===== src/rtl/nwb_pkg.sv =====
package nwb_pkg;
    localparam int NARROW_W = 32;
    localparam int WIDE_W   = 128;
    localparam int LANES    = WIDE_W / NARROW_W;
    localparam int LANE_W   = $clog2(LANES);
    localparam int NSTRB_W  = NARROW_W / 8;
    localparam int WSTRB_W  = WIDE_W / 8;
    localparam int FOLD_W   = 256;

    typedef struct packed {
        logic              busy;
        logic [LANE_W-1:0] lane;
    } nwb_state_t;

    function automatic logic [7:0] fold8(input logic [FOLD_W-1:0] v);
        logic [7:0] acc;
        acc = '0;
        for (int i = 0; i < FOLD_W; i++) begin
            acc[i % 8] = acc[i % 8] ^ v[i];
        end
        return acc;
    endfunction
endpackage


===== src/rtl/nwb_req_steer.sv =====
module nwb_req_steer
    import nwb_pkg::*;
(
    input  logic [LANE_W-1:0]   lane_sel,
    input  logic [NARROW_W-1:0] n_data,
    input  logic [NSTRB_W-1:0]  n_mask,
    output logic [WIDE_W-1:0]   w_data,
    output logic [WSTRB_W-1:0]  w_mask
);
    for (genvar g = 0; g < LANES; g++) begin : g_lane
        logic hit;
        assign hit = (lane_sel == LANE_W'(g));
        assign w_data[g*NARROW_W +: NARROW_W] = hit ? n_data : '0;
        assign w_mask[g*NSTRB_W +: NSTRB_W]   = hit ? n_mask : '0;
    end
endmodule


===== src/rtl/nwb_rsp_pick.sv =====
module nwb_rsp_pick
    import nwb_pkg::*;
(
    input  logic [LANE_W-1:0]   lane_sel,
    input  logic [WIDE_W-1:0]   w_data,
    output logic [NARROW_W-1:0] n_data
);
    logic [NARROW_W-1:0] lanes [LANES];

    for (genvar g = 0; g < LANES; g++) begin : g_split
        assign lanes[g] = w_data[g*NARROW_W +: NARROW_W];
    end

    assign n_data = lanes[lane_sel];
endmodule


===== src/rtl/nw_bridge.sv =====
module nw_bridge
    import nwb_pkg::*;
#(
    parameter int ADDR_W = 32,
    parameter int SRC_W  = 8,
    parameter int OP_W   = 3,
    parameter int SIZE_W = 2
) (
    input  logic                clk,
    input  logic                rst_n,
    input  logic                h_req_valid,
    output logic                h_req_ready,
    input  logic [OP_W-1:0]     h_req_opcode,
    input  logic [SIZE_W-1:0]   h_req_size,
    input  logic [SRC_W-1:0]    h_req_source,
    input  logic [ADDR_W-1:0]   h_req_addr,
    input  logic [NSTRB_W-1:0]  h_req_mask,
    input  logic [NARROW_W-1:0] h_req_data,
    output logic                d_req_valid,
    input  logic                d_req_ready,
    output logic [OP_W-1:0]     d_req_opcode,
    output logic [SIZE_W-1:0]   d_req_size,
    output logic [SRC_W-1:0]    d_req_source,
    output logic [ADDR_W-1:0]   d_req_addr,
    output logic [WSTRB_W-1:0]  d_req_mask,
    output logic [WIDE_W-1:0]   d_req_data,
    output logic [7:0]          d_req_cmd_chk,
    output logic [7:0]          d_req_data_chk,
    input  logic                d_rsp_valid,
    output logic                d_rsp_ready,
    input  logic [OP_W-1:0]     d_rsp_opcode,
    input  logic [SIZE_W-1:0]   d_rsp_size,
    input  logic [SRC_W-1:0]    d_rsp_source,
    input  logic                d_rsp_error,
    input  logic [WIDE_W-1:0]   d_rsp_data,
    output logic                h_rsp_valid,
    input  logic                h_rsp_ready,
    output logic [OP_W-1:0]     h_rsp_opcode,
    output logic [SIZE_W-1:0]   h_rsp_size,
    output logic [SRC_W-1:0]    h_rsp_source,
    output logic                h_rsp_error,
    output logic [NARROW_W-1:0] h_rsp_data,
    output logic [7:0]          h_rsp_chk
);
    localparam int LANE_LSB = $clog2(NSTRB_W);

    nwb_state_t state_d, state_q;
    logic [LANE_W-1:0] req_lane;
    logic req_fire, rsp_fire;

    assign req_lane = h_req_addr[LANE_LSB +: LANE_W];

    // Request channel: pass-through while idle
    assign d_req_valid  = h_req_valid && !state_q.busy;
    assign h_req_ready  = d_req_ready && !state_q.busy;
    assign d_req_opcode = h_req_opcode;
    assign d_req_size   = h_req_size;
    assign d_req_source = h_req_source;
    assign d_req_addr   = h_req_addr;
    assign req_fire     = d_req_valid && d_req_ready;

    nwb_req_steer u_steer (
        .lane_sel (req_lane),
        .n_data   (h_req_data),
        .n_mask   (h_req_mask),
        .w_data   (d_req_data),
        .w_mask   (d_req_mask)
    );

    assign d_req_cmd_chk  = fold8(FOLD_W'({d_req_opcode, d_req_size, d_req_source,
                                           d_req_addr, d_req_mask}));
    assign d_req_data_chk = fold8(FOLD_W'(d_req_data));

    // Response channel: only open while a request is in flight
    assign h_rsp_valid  = d_rsp_valid && state_q.busy;
    assign d_rsp_ready  = h_rsp_ready && state_q.busy;
    assign h_rsp_opcode = d_rsp_opcode;
    assign h_rsp_size   = d_rsp_size;
    assign h_rsp_source = d_rsp_source;
    assign h_rsp_error  = d_rsp_error;
    assign rsp_fire     = h_rsp_valid && h_rsp_ready;

    nwb_rsp_pick u_pick (
        .lane_sel (state_q.lane),
        .w_data   (d_rsp_data),
        .n_data   (h_rsp_data)
    );

    assign h_rsp_chk = fold8(FOLD_W'({h_rsp_opcode, h_rsp_size, h_rsp_source,
                                      h_rsp_error, h_rsp_data}));

    always_comb begin
        state_d = state_q;
        if (req_fire) begin
            state_d.busy = 1'b1;
            state_d.lane = req_lane;
        end else if (rsp_fire) begin
            state_d.busy = 1'b0;
        end
    end

    always_ff @(posedge clk or negedge rst_n) begin
        if (!rst_n) begin
            state_q <= '0;
        end else begin
            state_q <= state_d;
        end
    end

    assert_addr_pass_R1: assert property (@(posedge clk) disable iff (!rst_n)
        d_req_valid |-> (d_req_addr == h_req_addr) && (d_req_source == h_req_source));

    assert_mask_lane_R3: assert property (@(posedge clk) disable iff (!rst_n)
        d_req_valid |-> ((d_req_mask & ~(WSTRB_W'(h_req_mask) << (NSTRB_W * req_lane))) == '0));

    assert_single_outstanding_R4: assert property (@(posedge clk) disable iff (!rst_n)
        (d_req_valid && d_req_ready) |=> (!d_req_valid && !h_req_ready));

    assert_lane_hold_R5: assert property (@(posedge clk) disable iff (!rst_n)
        (state_q.busy && $past(state_q.busy)) |-> $stable(state_q.lane));

    assert_rsp_pass_R6: assert property (@(posedge clk) disable iff (!rst_n)
        h_rsp_valid |-> (h_rsp_source == d_rsp_source) && (h_rsp_error == d_rsp_error));

    assert_idle_block_R7: assert property (@(posedge clk) disable iff (!rst_n)
        !state_q.busy |-> (!h_rsp_valid && !d_rsp_ready));
endmodule


===== config.mk =====
export PLATFORM = sky130hd
export DESIGN_NAME = nw_bridge
export DESIGN_NICKNAME = d
export VERILOG_FILES = /design/src/rtl/nwb_pkg.sv /design/src/rtl/nwb_req_steer.sv /design/src/rtl/nwb_rsp_pick.sv /design/src/rtl/nw_bridge.sv
export SDC_FILE = /design/constraint.sdc
export NUM_CORES = 1
export LEC_CHECK = 0
export BUFFER_PORTS_ARGS = -buffer_cell sky130_fd_sc_hd__buf_4
export CORE_AREA = 3 3 192 194
export CTS_CLUSTER_DIAMETER = 100
export DETAILED_ROUTE_END_ITERATION = 8
export DIE_AREA = 0 0 195 197
export PLACE_DENSITY = 0.45
export SLEW_MARGIN = 10
export SYNTH_ARGS = -nofsm -noshare
export SYNTH_HDL_FRONTEND = slang
export SYNTH_SLANG_ARGS = --single-unit

===== constraint.sdc =====
create_clock -name clk -period 3.27 [get_ports clk]
set_input_delay 0.4905 -clock clk [delete_from_list [all_inputs] [get_ports clk]]
set_output_delay 0.4905 -clock clk [all_outputs]
set_load 0.02 [all_outputs]

==> impl_results.md <==
* Status: finished clean
* DR pass1 iterations at 4
* P_int at 1735 uW
* Crit path launch type: flip-flop
* Reg area at 76.32 um^2
* RR Endpoint: state_q[0]$_DFFE_PN0P_
* Clk network pwr share at 5.9%
* Critical Path Fanout Max at 21
* CTS tree: done
* Post-CTS setup buffers at 0
* Mapped Area at 3466 um^2
* DP HPWL at 17,890 um
* Final Skew at 1.581 ps
* Worst VDD drop at 0.0004783 V
* Combinational power share at 91.8%
* Placer Congestion at 0.7971
* Clock sinks at 3
* Count of pins over their slew limit at 0
* Crit path time final at 2906 ps
* Remaining DRCs at 0
* GRT Max-Usage Layer: met2
* Area delta synth->final at 111.2%
* Cells after DPL at 1,258
* CTS resizes at 0
* Met2 GRT Util at 18.88%
* Main synth FF type: dfrtp_1
* CP Capture Point: h_rsp_chk[6]
* Final setup vio count at 0
* CP Data Required Time at 2780 ps
* Top flop regs: state_q (3)
* Max-cap violations at 0
* Worst-skew pair later-pin latency at 220 ps
* PwrDens at 452.3 nW/um^2
* Tcrit/Tclk final at 88.87%
* DRT iter0 DRCs at 158
* Wire per inst at 16.38 um
* Worst setup margin at 364.1 ps
* Main area contributors after synthesis: and2_1 (20%), xnor2_1 (15%), buf_4 (13%)
* Worst slack, placed at 636.4 ps
* Reg2reg setup slack at 2180 ps
* Input/output buffers at 491
* Area of the multi-input gates at 2810 um^2
* Die Wd at 195 um
* Max frequency at 0.3441 GHz
* Ys async rst share at 100.0%
* Overflow after GRT at 0
* Syn Area/Cell at 9.073 um^2
* Count leader, synth: and2_1
* # rows at 69
* Top-area cell type share of the netlist area at 19.86%
* Hold_buf cts at 0
* Final Core Density at 20.68%
* Global-route wire length before repair at 28,470 um
* DIE AREA at 38,420 um^2
* Area leader, netlist: and2_1
* Sw Pwr at 1576 uW
* Max FFs per register at 3
* Slew at the pin closest to its max-slew limit at 724.2 ps
* Final wirelength at 20,680 um
* Worst R2R Path Depth at 3
* CP Class: reg2out
* Root Buffer: clkbuf_16
* Slew HR at 51.50%
* Post-synth EDFFs at 0
* Fin cells at 1,262
* Worst Hold Class: in2async
* Crit. End Element: primary output
* Vias in the first global route at 4,591
* Antenna Cells at 0
* Largest Register: state_q
* Seq/Total Area, Yosys at 2.166%
* Initial core utilization at 9.791%
* Final Hold Viols at 0
* Total track usage at 9.511%
* Core ar. at 35,400 um^2
* Antenna violations before repair at 1
* Reg-to-Reg Start: state_q[2]$_DFFE_PN0P_
* Max Buffers Root-to-Sink at 2
* Ports at 492
* Worst Setup SP: state_q[0]$_DFFE_PN0P_
* Fillers at 3,921
* Yosys reg bits at 3
* Die Y-Extent at 197 um
* Synth Net Count at 611
* Flop pwr share at 2.3%
* Ys Warns at 0
* Layout net count at 1,031
* RSZ-0062 raised after global routing: no
* Vias at 4,400
* Largest net degree at the start of global routing at 39
* CTS buffer count at 3
* Top cells by count, synth: and2_1 (110), xnor2_1 (61), buf_4 (59), and3_1 (36), xor2_1 (23)
* Layout cells sized above 1 at 66.54%
* Sw Ratio at 47.60%
* Netlist cell types at 20
* WP data arrival at 2420 ps
* Final setup TNS at 0 ps
* Syn Inst Count at 382
* DR vias/cell at 3.487
* Clock transition at the registers of the reported paths at 30 ps
* # H-tree levels at 1
* P_leak at 0.003763 uW
* Final ANT Viol Nets at 0
* Met1 Use GR at 10.56%
* Met3 usage at 2.154%
## power groups by stage
| stage | clock, uW | sequential [uW] | combinational [uW] |
|---|---|---|---|
| after CTS | 197 | 78.2 | 3080 |
| after floorplan | 0 | 53.2 | 1880 |
| after global routing | 201 | 79.3 | 3190 |
| final | 194 | 76.7 | 3040 |
| after detailed placement | 0 | 78.3 | 3070 |
| after global placement | 0 | 77.9 | 3080 |
## cells in the final DEF (no fill, tap or decap)
cell         n
buf_12       2
and2_1     110
nor2_1       1
clkbuf_16    3
mux2_2       2
nor2_2       1
mux4_2      18
nor2b_1      5
xnor2_2      6
xnor3_1      8
xor2_1      23
xnor2_1     61
nand2_1      5
dfrtp_1      2
mux4_1      14
dfrtp_2      1
nor2b_2      2
buf_4      498
clkbuf_1     1
a21oi_1      2
and3_1      36
## layout make-up
cell class	instances	share of cell area (%)
tap	461	7.879
sequential	3	1.043
multi-input combinational	294	38.39
clock buffer	4	1.077
timing repair buffer	500	51.62
## kinds of logic after synthesis
kind of cell,after synthesis,synth area share [%]
compound gates,2,0.2888
xor+xnor,98,29.24
buf+inv,85,16.97
flops,3,2.166
mux,34,22.96
simple gates,160,28.38
## metal layers
metal	up-vias	routed length, um
li1	2060	-
met2	289	11190
met3	14	1791
met4	0	192
met1	2037	7505
met5	-	0
## critical path: stages, from the launching register on
cell and delay [ps]:
dfrtp_2 510, buf_12 240, mux4_2 550, xnor3_1 360, xnor2_1 300, buf_4 210
## through the flow
| stage | instance area, um^2 | hold slack [ps] | total power [uW] |
|---|---|---|---|
| after detailed placement | 7242 | 284.6 | 3145 |
| final | 7321 | 51.32 | 3311 |
| after floorplan | 3466 | 194.9 | 1931 |
| after CTS | 7321 | 49.60 | 3351 |
| after global placement | 7242 | 283.9 | 3154 |
| after global routing | 7321 | 50.34 | 3468 |
## how the worst min path moves through the flow
stage / from / to / slack, ps / cells after the start
after floorplan: rst_n / state_q[0]$_DFFE_PN0P_ / 190 / 0
after global placement: rst_n / state_q[2]$_DFFE_PN0P_ / 280 / 1
after detailed placement: rst_n / state_q[2]$_DFFE_PN0P_ / 280 / 1
after CTS: rst_n / state_q[1]$_DFFE_PN0P_ / 50 / 1
after global routing: rst_n / state_q[2]$_DFFE_PN0P_ / 50 / 1
final: rst_n / state_q[1]$_DFFE_PN0P_ / 50 / 1
Note: power is estimated with default switching activity, not from simulation.
